$ cat src/rtl/scl_pkg.sv
package scl_pkg;
  localparam int CODE_W       = 5;
  localparam int CFG_W        = 8;
  localparam int CNT_W        = CODE_W + 3;
  localparam int MIN_CODE     = 3;
  localparam int SPECIAL_CODE = 5;
  localparam int SPECIAL_HIGH = 4;
  localparam int SPECIAL_LOW  = 6;
  localparam int STD_HALF_MUL = 4;
  localparam int FAST_HALF_MUL = 2;

  typedef struct packed {
    logic              ack_clk;
    logic              ack_nret;
    logic              fast;
    logic [CODE_W-1:0] code;
  } cfg_t;

  function automatic logic code_legal(input logic [CODE_W-1:0] code);
    return code >= CODE_W'(MIN_CODE);
  endfunction

  // Length of one SCL phase in system clock cycles.
  function automatic logic [CNT_W-1:0] half_len(input logic [CODE_W-1:0] code,
                                                input logic fast,
                                                input logic high);
    logic [CNT_W-1:0] c;
    c = CNT_W'(code);
    if (fast && code == CODE_W'(SPECIAL_CODE))
      return high ? CNT_W'(SPECIAL_HIGH) : CNT_W'(SPECIAL_LOW);
    else if (fast)
      return c * CNT_W'(FAST_HALF_MUL);
    else
      return c * CNT_W'(STD_HALF_MUL);
  endfunction
endpackage

$ cat src/rtl/scl_cfg_reg.sv
module scl_cfg_reg
  import scl_pkg::*;
(
  input  logic             clk,
  input  logic             rst_n,
  input  logic             we,
  input  logic [CFG_W-1:0] wdata,
  input  logic             busy,
  output cfg_t             cfg,
  output logic             err,
  output logic             lost
);
  cfg_t cfg_q;

  always_ff @(posedge clk) begin
    if (!rst_n) begin
      cfg_q <= '0;
      lost  <= 1'b0;
    end else begin
      lost <= we && busy;
      if (we) cfg_q <= cfg_t'(wdata);
    end
  end

  assign cfg = cfg_q;
  assign err = !code_legal(cfg_q.code);
endmodule

$ cat src/rtl/scl_phase_timer.sv
module scl_phase_timer
  import scl_pkg::*;
(
  input  logic             clk,
  input  logic             rst_n,
  input  logic             load,
  input  logic [CNT_W-1:0] load_val,
  output logic             expire
);
  logic [CNT_W-1:0] cnt;

  always_ff @(posedge clk) begin
    if (!rst_n)            cnt <= '0;
    else if (load)         cnt <= load_val - CNT_W'(1);
    else if (cnt != '0)    cnt <= cnt - CNT_W'(1);
  end

  assign expire = (cnt == '0);
endmodule

$ cat src/rtl/scl_bit_seq.sv
module scl_bit_seq
  import scl_pkg::*;
#(
  parameter int DATA_BITS = 8
) (
  input  logic              clk,
  input  logic              rst_n,
  input  logic              start_ok,
  input  logic              kill,
  input  logic              expire,
  input  logic [CODE_W-1:0] code,
  input  logic              fast,
  input  logic              ack_clk,
  output logic              load,
  output logic [CNT_W-1:0]  load_val,
  output logic              scl_q,
  output logic              busy,
  output logic              done,
  output logic              bit_strobe,
  output logic              ack_phase
);
  localparam int BIT_W = $clog2(DATA_BITS + 1);

  typedef enum logic [1:0] {S_IDLE, S_LOW, S_HIGH} state_t;
  state_t st;
  logic [BIT_W-1:0] bit_idx;
  logic [BIT_W-1:0] last_idx;
  logic             at_last;

  assign last_idx = ack_clk ? BIT_W'(DATA_BITS) : BIT_W'(DATA_BITS - 1);
  assign at_last  = (bit_idx == last_idx);

  always_comb begin
    load     = 1'b0;
    load_val = half_len(code, fast, 1'b0);
    if (!kill) begin
      case (st)
        S_IDLE:  load = start_ok;
        S_LOW: begin
          load     = expire;
          load_val = half_len(code, fast, 1'b1);
        end
        S_HIGH:  load = expire && !at_last;
        default: load = 1'b0;
      endcase
    end
  end

  always_ff @(posedge clk) begin
    if (!rst_n) begin
      st         <= S_IDLE;
      bit_idx    <= '0;
      scl_q      <= 1'b1;
      done       <= 1'b0;
      bit_strobe <= 1'b0;
    end else begin
      done       <= 1'b0;
      bit_strobe <= 1'b0;
      if (kill) begin
        st    <= S_IDLE;
        scl_q <= 1'b1;
      end else begin
        case (st)
          S_IDLE: if (start_ok) begin
            st      <= S_LOW;
            scl_q   <= 1'b0;
            bit_idx <= '0;
          end
          S_LOW: if (expire) begin
            st    <= S_HIGH;
            scl_q <= 1'b1;
          end
          S_HIGH: if (expire) begin
            bit_strobe <= 1'b1;
            if (at_last) begin
              st   <= S_IDLE;
              done <= 1'b1;
            end else begin
              st      <= S_LOW;
              scl_q   <= 1'b0;
              bit_idx <= bit_idx + BIT_W'(1);
            end
          end
          default: st <= S_IDLE;
        endcase
      end
    end
  end

  assign busy      = (st != S_IDLE);
  assign ack_phase = busy && (bit_idx == BIT_W'(DATA_BITS));
endmodule

$ cat src/rtl/scl_clkgen.sv
module scl_clkgen
  import scl_pkg::*;
#(
  parameter int DATA_BITS = 8
) (
  input  logic             clk,
  input  logic             rst_n,
  input  logic             cfg_we,
  input  logic [CFG_W-1:0] cfg_wdata,
  input  logic             start,
  input  logic             stop,
  output logic             scl_o,
  output logic             busy,
  output logic             bit_strobe,
  output logic             ack_phase,
  output logic             done,
  output logic             cfg_err,
  output logic             xfer_lost,
  output logic             ack_nret
);
  cfg_t             cfg;
  logic             start_ok;
  logic             kill;
  logic             tmr_load;
  logic [CNT_W-1:0] tmr_val;
  logic             tmr_expire;

  scl_cfg_reg u_cfg (
    .clk   (clk),
    .rst_n (rst_n),
    .we    (cfg_we),
    .wdata (cfg_wdata),
    .busy  (busy),
    .cfg   (cfg),
    .err   (cfg_err),
    .lost  (xfer_lost)
  );

  // A write or a stop pulse abandons the byte; a write cycle never starts one.
  assign kill     = cfg_we || stop;
  assign start_ok = start && !cfg_we && !cfg_err;

  scl_phase_timer u_tmr (
    .clk      (clk),
    .rst_n    (rst_n),
    .load     (tmr_load),
    .load_val (tmr_val),
    .expire   (tmr_expire)
  );

  scl_bit_seq #(.DATA_BITS(DATA_BITS)) u_seq (
    .clk        (clk),
    .rst_n      (rst_n),
    .start_ok   (start_ok),
    .kill       (kill),
    .expire     (tmr_expire),
    .code       (cfg.code),
    .fast       (cfg.fast),
    .ack_clk    (cfg.ack_clk),
    .load       (tmr_load),
    .load_val   (tmr_val),
    .scl_q      (scl_o),
    .busy       (busy),
    .done       (done),
    .bit_strobe (bit_strobe),
    .ack_phase  (ack_phase)
  );

  assign ack_nret = cfg.ack_nret;
endmodule

$ cat config.mk
export PLATFORM = sky130hd
export DESIGN_NAME = scl_clkgen
export DESIGN_NICKNAME = d
export VERILOG_FILES = /design/src/rtl/scl_pkg.sv /design/src/rtl/scl_cfg_reg.sv /design/src/rtl/scl_phase_timer.sv /design/src/rtl/scl_bit_seq.sv /design/src/rtl/scl_clkgen.sv
export SDC_FILE = /design/constraint.sdc
export NUM_CORES = 1
export LEC_CHECK = 0
export BUFFER_PORTS_ARGS = -buffer_cell sky130_fd_sc_hd__buf_4
export CORE_MARGIN = 2
export CORE_UTILIZATION = 25
export CTS_BUF_LIST = sky130_fd_sc_hd__clkbuf_8
export CTS_CLUSTER_DIAMETER = 30
export DETAILED_ROUTE_END_ITERATION = 6
export PLACE_DENSITY = 0.41
export SLEW_MARGIN = 20
export SYNTH_ARGS = -nofsm -noshare
export SYNTH_HDL_FRONTEND = slang
export SYNTH_SLANG_ARGS = --single-unit
$ cat constraint.sdc
create_clock -name clk -period 5.9 [get_ports clk]
set_input_delay 0.885 -clock clk [delete_from_list [all_inputs] [get_ports clk]]
set_output_delay 0.885 -clock clk [all_outputs]
set_load 0.05 [all_outputs]
# Yosys cells after proc, flatten, opt, wreduce, memory -nomap -nowiden
# Cells that the tools add are included.
# word_totals
word_cells	77
input_bits	13
register_bits	26
# op_classes
n_addsub	3
muxes	26
n_lt_le_gt_ge	1
reduce_logical	23
n_eq_ne	9
n_bitwise	4
# op_table
operator	n
$mux 8	6
$mux 4	4
$sub 8x1->8 const B	2
$reduce_and 5->1	2
$logic_not 8->1	1
$mux 1	8
$pmux 4 s2	1
$reduce_bool 8->1	1
$mux 7	1
$logic_and 1x1->1	6
$mux 2	3
$ne 2x1->1 const B	3
$pmux 1 s3	2
$pmux 2 s3	1
$reduce_bool 2->1	3
$eq 5x3->1 const B	1
$ge 5x2->1 const B	1
$add 4x1->4 const B	1
$eq 4x4->1	1
$eq 4x4->1 const B	1
$not 1->1	4
$reduce_or 4->1	1
$logic_not 1->1	3
$reduce_and 3->1	1
8 further kinds	8

# Logic depth before layout (Yosys ltp)
# Gate-level depths: netlist of run 1.
# depth
ltp_word	7
depth_mapped	14
depth_no_buf	12

# Hierarchy
# A second synthesis of run 1 with hierarchy kept.
# unflattened
cells_unflattened	158
area_unflattened_um2	1481.4
# modules_own_cells
mod	n_inst	seq_area_each_um2	cells_each	area_per_inst_um2
scl_bit_seq	1	180.2	74	621.8
scl_phase_timer	1	160.2	54	496.7
scl_cfg_reg	1	180.2	28	344.1
scl_clkgen	1	0.0	2	18.8

# Worst setup path before layout of run 1
# No wires, ideal clock.
# synth_timing
kind	register -> register
from	reg u_cfg.cfg_q (netlist bit u_cfg.cfg[3])
to	reg u_tmr.cnt[4]
required_time_ns	5.830
stages_incl_launch_ff	15
arrival_ns	5.316
path_slack_ns	0.514
path_buffers	2
path_cell_list	dfxtp_1 > clkbuf_1 > a2111oi_0 > nor3b_1 > o2bb2ai_1 > o21ai_1 > buf_2 > nor2_1 > a21oi_1 > ha_1 > nand2_1 > o211ai_1 > o21ai_0 > or3_1 > a21boi_1
# synth_between
elab_chain_len	7
word_cells_on_any_way	14
classes_between	add/sub (1); order compare (1); eq/ne (1); mux (8); reduce/logical (3)
# synth_lines
item	line	text
start, declared	scl_cfg_reg.sv:13	cfg_t cfg_q;
start signal, assigned	scl_cfg_reg.sv:21	if (we) cfg_q <= cfg_t'(wdata);
$eq 5x3->1	scl_pkg.sv:29	if (fast && code == CODE_W'(SPECIAL_CODE))
$logic_and 1x1->1	scl_pkg.sv:29	
$mux 8	scl_pkg.sv:29	
$mux 8	scl_bit_seq.sv:37	case (st)
$mux 8	scl_bit_seq.sv:36	if (!kill) begin
$sub 8x1->8	scl_phase_timer.sv:14	else if (load) cnt <= load_val - CNT_W'(1);
$mux 8	scl_phase_timer.sv:14	
end signal, assigned	scl_phase_timer.sv:14	
end signal, assigned	scl_phase_timer.sv:15	else if (cnt != '0) cnt <= cnt - CNT_W'(1);
end, declared	scl_phase_timer.sv:10	logic [CNT_W-1:0] cnt;
# Several ways; a longest one is shown, not always the timed one.
# A chain may end at the register's enable or synchronous reset.

# Final worst setup path of run 1
# layout_timing
from	reg u_tmr.cnt[3]
to	reg u_tmr.cnt[4]
# layout_between
elab_chain_len	5
word_cells_on_any_way	9
classes_between	add/sub (1); mux (4); reduce/logical (4)
# layout_lines
item
branches (longest 5 deep; another with $sub 8x1->8)
# Several ways; the timed one is not identified. The select of a mux whose other input is x is not followed.

==> results.md, run 1 <==
- For this design, the slowest cell found on the critical path is sky130_fd_sc_hd__or4_4.
- Entering global routing, the biggest net connects 19 pins.
- The routed wirelength normalized by instance count is about 13 um.
- The routed via count divided by cell count is around 4.8.
- The most frequent cell on the critical path is sky130_fd_sc_hd__or3_1.
- The number of fill cells is between 600 and 700.
- The number of global-route vias before repair is roughly 1200.
- The post-placement worst setup slack is between 2000 and 3000 ps.
- The count of cells in the finished layout, fillers not included, comes to around 270.
- Cells with a size suffix above 1 make up between 10% and 20% of the layout.
- The prevailing post-synth register cell is sky130_fd_sc_hd__dfxtp_1.
- The synthesized design contains 0 enable-type register cells.
- The number of nets in the layout is approximately 210.
- The area share of the leading cell type in the synthesized netlist is 35.0%.
- Gates resized during post-CTS repair numbered 0.
- For the final database, setup skew stands at 2.44 ps.
- The y dimension of the die is slightly above 80 um.
- Counting both buffers and inverters, the worst setup path holds a total of 1.
- The fraction of power consumed by sequential logic is 40.6%.
- The number of clock sinks is 26.
- The area of the core is between 0.005 and 0.006 mm2.
- At the end of routability-driven placement, the weighted congestion stood at 0.750.
- The number of placed cells counting well taps is between 200 and 300.
- Adding up every negative setup slack in the final design gives 0 ps.
- In the layout the commonest cells are sky130_fd_sc_hd__dfxtp_1 (26), sky130_fd_sc_hd__buf_4 (22), sky130_fd_sc_hd__nor2_1 (21).
- The clock latency of the later-clocked register in the worst-skew pair is ~270 ps.
- The number of input and output port buffers inserted is 20.
- The tightest min-delay check is of the flip-flop to flip-flop type.
- The clock passes through at most 2 buffers.
- In this run the tightest slew margin relative to its limit is 68.4%.
- The biggest area contributor in the post-synthesis netlist is sky130_fd_sc_hd__dfxtp_1.
- The worst voltage drop across the vdd grid is between 0.1 and 0.15 mV.
- The count of unresolved DRC violations after routing is 0.
- The internal power summed over all cells is approximately 350 uW.
- The post-route standard cell area excluding fillers is roughly 0.0018 mm2.
- The count of max-cap constraint violations is 0.
- Setup slack closes at approximately 2600 ps.
- The number of CTS-inserted buffers is 3.
- The cell type group with the largest total delay on the critical path is simple AND/OR/NAND/NOR gates.
- Across every metal layer, demand over resource in global routing totals between 10% and 20%.
- Derived from the worst setup path, the maximum achievable clock frequency is just over 0.3 GHz.
- The total setup buffers inserted after CTS is 0.
- Net switching is 34.9% of the power.
- The endpoint class of the critical path is a flip-flop.
- The initial antenna violation count is 0.
- Setup repair after global routing left no endpoint under its margin.
- The count of final setup violators is 0.
- The worst setup path is of the flip-flop to flip-flop kind.
- The average instance area after synthesis is slightly above 8 um2.
- The total number of vias is 1300.
- The final hold violation count was 0.
- Ranked by total cell area, the synthesized netlist is headed by sky130_fd_sc_hd__dfxtp_1 (35%), sky130_fd_sc_hd__mux2i_1 (8.7%), sky130_fd_sc_hd__nor2_1 (5.3%).
- Walking the worst path, the cells encountered are or4_4, or3_1, o2bb2ai_1, o21ai_1, buf_4, a21oi_1, ha_1, nand2_1, o211ai_1, o21ai_0, or3_1, a21boi_1.
- The flow ran to the end, and the final reports show no timing, DRC or antenna violations.
- The mapped netlist covers roughly 0.0015 mm2.
- Row generation in the floorplan step produced 28 rows.
- Once the floorplan was initialized, standard cells occupied about a quarter of the core.
- Counting I/O delays and the setup requirement, the final critical path takes roughly 3300 ps.
- Sequential cells were found to cover 35.0% of the synthesized design area.
- From synthesis to final layout, the design area changed by 18.2%.
- Measured along the x axis, the die boundary spans 81.2 um.
- The count of nets left with antenna violations once routing finished came out at 0.
- Clock-pin slew was measured on the worst setup and hold paths at about 90 ps.
- The repair_antennas step left the layout with diodes totalling 0.
- In this run the power spent charging and discharging nets is about 190 uW.
- Global routing finished with a remaining overflow of 0.
- The CTS tree is built.
- The first-pass detailed-route iteration total is 4.
- The Yosys step of the flow raised 0 warnings.
- The number of hold buffers added after CTS was 0.
- Of all flip-flops after synthesis, the portion carrying an async set or reset was 0%.
- The arrival time at the worst endpoint is roughly 3500 ps.
- The number of distinct library cells after synthesis is between 50 and 60.
- The transition at the pin with the smallest max-transition slack is approximately 470 ps.
- At the worst endpoint, the required time is roughly 6000 ps.
- The count of pins on the block boundary is 21.
- The gate count of the mapped netlist is approximately 180.
- The first-pass GRT wire length is ~6100 um.
- After detailed placement, the total cell area comes to 0.00170 mm2.
- Dividing total power by cell area gives a power density of 303 mW/mm2.
- The number of nets handed over by synthesis was roughly 200.
- The floorplan step defined a die boundary enclosing approximately 0.0066 mm2.
- The total power is around 530 uW.
- In this run the worst path has a maximum fanout of 18.
- The combinational power share is a little under two fifths.
- The delay of the slowest critical-path stage is around 580 ps.
- Cells fill between 30% and 40% of the core in the end.
- The cell sitting at the root of the clock tree is a sky130_fd_sc_hd__clkbuf_8.
- The final cycle utilization of the critical path is 55.3%.
- The count of pins over their slew limit came to 0.
- Hold is met by 507 ps.
- Leaving out fill and tap cells, the most frequent cell in the layout is sky130_fd_sc_hd__dfxtp_1.
- The violation count after the first detailed-route iteration is 62.
- The half-perimeter wire length after detailed placement is roughly 2600 um.
- The power share of the clock group is 21.8%.
- STA classifies the critical path startpoint as a flip-flop.
- After synthesis the netlist holds a flip-flop and latch count of 26.
- The cell leakage power is 0.701 nW.
- In this run the number of H-tree levels came out at 1.
- The total routed wirelength is ~3600 um.
metal layers:
metal  up-vias  global-route usage [%]  part of all wire (%)
met4         0                    2.54                  0.66
met2        21                    19.1                    45
met1       590                    16.4                    51
met3         2                    2.89                   3.2
li1        687                       -                     -
met5         -                       0                     0
power groups by stage:
stage,clock network (mW),registers [mW],logic [mW]
2_1_floorplan,0,0.212,0.162
3_3_place_gp,0,0.222,0.205
3_5_place_dp,0,0.221,0.201
4_1_cts,0.122,0.217,0.203
5_1_grt,0.125,0.220,0.229
6_report,0.116,0.217,0.200
cells in the mapped netlist (4+ instances only):
library cell and number:
sky130_fd_sc_hd__dfxtp_1 26, sky130_fd_sc_hd__nand3_1 4, sky130_fd_sc_hd__or3_1 4, sky130_fd_sc_hd__mux2i_1 13, sky130_fd_sc_hd__a31oi_1 5, sky130_fd_sc_hd__nor3_1 8
sky130_fd_sc_hd__a21oi_1 7, sky130_fd_sc_hd__nor2_1 21, sky130_fd_sc_hd__nand2b_1 6, sky130_fd_sc_hd__inv_1 7, sky130_fd_sc_hd__clkbuf_1 8, sky130_fd_sc_hd__nand2_1 16
cell families (layout without fill, tap and decap cells):
group	after synthesis	in the layout	synth area share, %
compound gates	36	36	17.1
xor+xnor	2	2	1.18
fa+ha+maj	3	3	2.52
buf+inv	19	34	4.96
flops	26	26	35.0
mux	14	14	9.50
simple gates	81	81	29.8
tightest hold or removal path: stages, from the launching register on:
cell                      delay, ps
sky130_fd_sc_hd__dfxtp_1        340
sky130_fd_sc_hd__mux2i_1         70
sky130_fd_sc_hd__nor2_1          70
final timing paths:
kind | from | to | slack [ps] | cells after the start
worst max-delay path | u_tmr.cnt[3] | u_tmr.cnt[4] | 2640 | 12
worst min-delay path | u_cfg.cfg[6] | u_cfg.cfg[6] | 510 | 2
worst max register to register | u_tmr.cnt[3] | u_tmr.cnt[4] | 2640 | 12
worst min register to register | u_cfg.cfg[6] | u_cfg.cfg[6] | 510 | 2
flip-flops by register name, summed over array words and instances (netlist names):
register,cells
u_cfg.cfg,8
u_tmr.cnt,8
u_seq.bit_idx,4
u_seq.st,2
u_cfg.lost,1
u_seq.bit_strobe,1
u_seq.done,1
u_seq.scl_q,1
cell type report:
class                      instances  area [um2]  share of cell area, %
sequential                        26         520                   29.6
clock buffer                       4        55.1                   3.13
timing repair buffer              22         165                   9.39
multi-input combinational        136         895                   50.9
inverter                           8        30.0                   1.71
tap                               75        93.8                   5.33
No activity file was read; power rests on OpenSTA's default activity.
==> inputs of run 2 (changes only) <==
==> constraint.sdc (replaced) <==
create_clock -name clk -period 3.1 [get_ports clk]
set_input_delay 0.465 -clock clk [delete_from_list [all_inputs] [get_ports clk]]
set_output_delay 0.465 -clock clk [all_outputs]
set_load 0.05 [all_outputs]
==> run 2 against run 1 <==
Compared with the run above:
- combinational power is 110% higher
- sequential power is 88% higher
- global-route usage hardly changed
- critical path type unchanged
- largest cell class unchanged
==> results.md, run 2 (synthesis results as in run 1) <==
- For this run, the top clock speed supported by timing is about 0.35 GHz.
- The maximum number of pins on one net before global-route repair is 15.
- The initial core utilization is between 20% and 30%.
- In the final routing, the length of wire on met1 measures around 1800 um.
- CTS built an H-tree with a depth of 1.
- The first global-routing pass estimated around 6100 um of wire.
- The slowest stage of the critical path is the sky130_fd_sc_hd__or4_4 cell.
- The number of global-route vias before repair was between 1000 and 1500.
- IR analysis of the VDD net gives a maximum drop of about 0.20 mV.
- The initial antenna violation count is 0.
- The worst hold path belongs to the class primary input to flip-flop.
- The endpoint class of the critical path is a flip-flop.
- The count of pins over their slew limit came to 0.
- At the pin with the least slew margin, the transition time is roughly 460 ps.
- The run finished with clean final reports.
- In this run the worst path has a maximum fanout of 10.
- The routed wirelength normalized by instance count is around 13 um.
- The number of clock sinks is 26.
- The global-route usage over all layers is 12.0%.
- The total routed wirelength is ~3700 um.
- The floorplan step set the die width to roughly 80 um.
- The number of cells traversed by the worst register-to-register path is 11.
- The origin of the worst setup path is u_tmr.cnt[3].
- The CTS tree is built.
- The shortest period the worst path allows is ~2900 ps.
- The total power is 1.07 mW.
- In this run the worst setup path terminates at u_tmr.cnt[6].
- Dividing the final minimum period by the clock period gives between 90% and 100%.
- The die covers approximately 0.0066 mm2.
- Relative to the synthesized area, the layout overhead comes to 23.2%.
- The total negative setup slack is 0 ps.
- For this design the top-level I/O count stands at 21.
- After floorplanning, the core was divided into 28 placement rows.
- The routed layout has approximately 1400 vias.
- The startpoint identified for the worst register-to-register timing path is u_tmr.cnt[3].
- The startpoint type of the worst setup path is a flip-flop.
- The number of placed cells counting well taps is ~270.
- The count of buffers added on input and output ports is 20.
- In this run the top signal layer used is met4.
- The slack of the worst reg-to-reg path is about 210 ps.
- The library cells used most frequently in the layout, excluding fill and tap cells, are sky130_fd_sc_hd__buf_4 (28), sky130_fd_sc_hd__dfxtp_1 (25), sky130_fd_sc_hd__nor2_1 (21).
- TritonCTS created 3 clock buffers.
- The count of max-cap constraint violations is 0.
- The arrival time at the worst endpoint is 3070 ps.
- Buffers inserted to repair hold after CTS numbered 0.
- The half-perimeter wire length after detailed placement is between 2000 and 3000 um.
- Of the cells placed in the final design, the portion with a size suffix greater than 1 is around 20%.
- The clock reaches the later pin of the worst-skew pair after between 200 and 300 ps.
- The signal on the critical path passes through or4_4, or3_1, o2bb2ai_1, o21ai_2, buf_4, nor2_1, a21oi_2, ha_2, buf_4, a311o_1, and3_1.
- After floorplanning, the core was sized to cover around 0.006 mm2.
- The delay of the slowest critical-path stage is ~580 ps.
- After detailed routing, the met3 layer carries roughly 110 um of wire.
- Routability-driven placement finished with a final weighted congestion of approximately 0.8.
- The critical register-to-register path endpoint is u_tmr.cnt[6].
- The maximum buffer depth of the clock tree is 2.
- The clock root buffer is sky130_fd_sc_hd__clkbuf_8.
- The startpoint-to-endpoint class of the critical path is flip-flop to flip-flop.
- The routed via count divided by cell count is just under 5.
- The library cell used most frequently in the layout, excluding fill and tap cells, is sky130_fd_sc_hd__buf_4.
- Counting stages on the worst path, the most repeated cell is sky130_fd_sc_hd__buf_4.
- After detailed routing, the number of remaining DRC violations is 0.
- The number of nets in the layout is 219.
- From bottom edge to top edge, the die measures 81.2 um.
- The clock arrives with around 5.4 ps of skew.
- The final antenna-violating net count is 0.
- The first detailed-routing pass took 4 iterations.
- The violation count after the first detailed-route iteration is 52.
- The final hold violation count is 0.
- Summed over all nets, wire length on met2 after detailed routing comes to between 1500 and 2000 um.
- STA puts the critical path data required time at between 3000 and 4000 ps.
- The power density over the cells is ~580 mW/mm2.
- The antenna diode count is 0.
- Headroom to the max-slew limit came out at 69.0%.
- The clock-pin slew on the worst setup and hold paths is roughly 100 ps.
- The cell leakage power is 0.735 nW.
- Setup repair after global routing left no endpoint under its margin.
- The count of final setup violators is 0.
- Excluding fillers, the count of instances in the completed layout stands at between 200 and 300.
- The global route total overflow is 0.
## run 2: cell types whose count changed in the layout (fill, tap and decap cells not counted), sizes merged
cell  change
buf       +6
## run 2: report_power, final
part           internal, mW  total (mW)  switching [mW]
Sequential            0.371       0.409          0.0379
Combinational         0.212       0.428           0.216
Clock                 0.114       0.228           0.115
Total                 0.697        1.07           0.368
## run 2: repair_timing
action                                  CTS  global route
setup buffers                             0             1
resized for setup                         0             2
endpoints found under the setup margin    0             2
## run 2: through the flow
step / utilization, % / setup WS [ps] / area [um2] / hold WS, ps
final: 31.4 / 207 / 1830 / 418
after detailed placement: 30.2 / 211 / 1770 / 494
after floorplan: - / 16.8 / 1520 / 483
after CTS: 31.1 / 192 / 1820 / 413
after global routing: 31.4 / 1.11 / 1830 / 415
after global placement: 30.2 / 271 / 1770 / 477
## run 2: final cells by class
cell class              instances  area [um2]
fillers                       601        4020
multi-input cells             136         923
flip-flops and latches         26         522
repair buffers                 28         210
well taps                      75        93.8
clock buffers                   4        55.1
inverters                       8        30.0
## run 2: worst max-delay path, delay by kind of cell, from the launching register on
kind	cells	cell delay, ps
flip-flops	1	350
AO/OA/AOI/OAI	4	620
AND/OR/NAND/NOR	4	1260
buffers and inverters	2	340
adder cells (fa/ha/maj)	1	220
## run 2: worst min path at each step
stage / start / endpoint / cells past startpoint
2_1_floorplan: u_seq.bit_idx[0] / u_seq.bit_idx[0] / 2
6_report: cfg_wdata[4] / u_cfg.cfg[4] / 3
4_1_cts: cfg_wdata[4] / u_cfg.cfg[4] / 3
5_1_grt: cfg_wdata[4] / u_cfg.cfg[4] / 3
3_5_place_dp: u_seq.scl_q / u_seq.scl_q / 1
3_3_place_gp: u_cfg.cfg[6] / u_cfg.cfg[6] / 2
## run 2: layer usage
| metal | vias to the layer above | GRT usage, % |
|---|---|---|
| li1 | 696 | - |
| met1 | 646 | 16.1 |
| met2 | 21 | 19.8 |
| met5 | - | 0 |
| met3 | 4 | 2.33 |
| met4 | 0 | 3.22 |
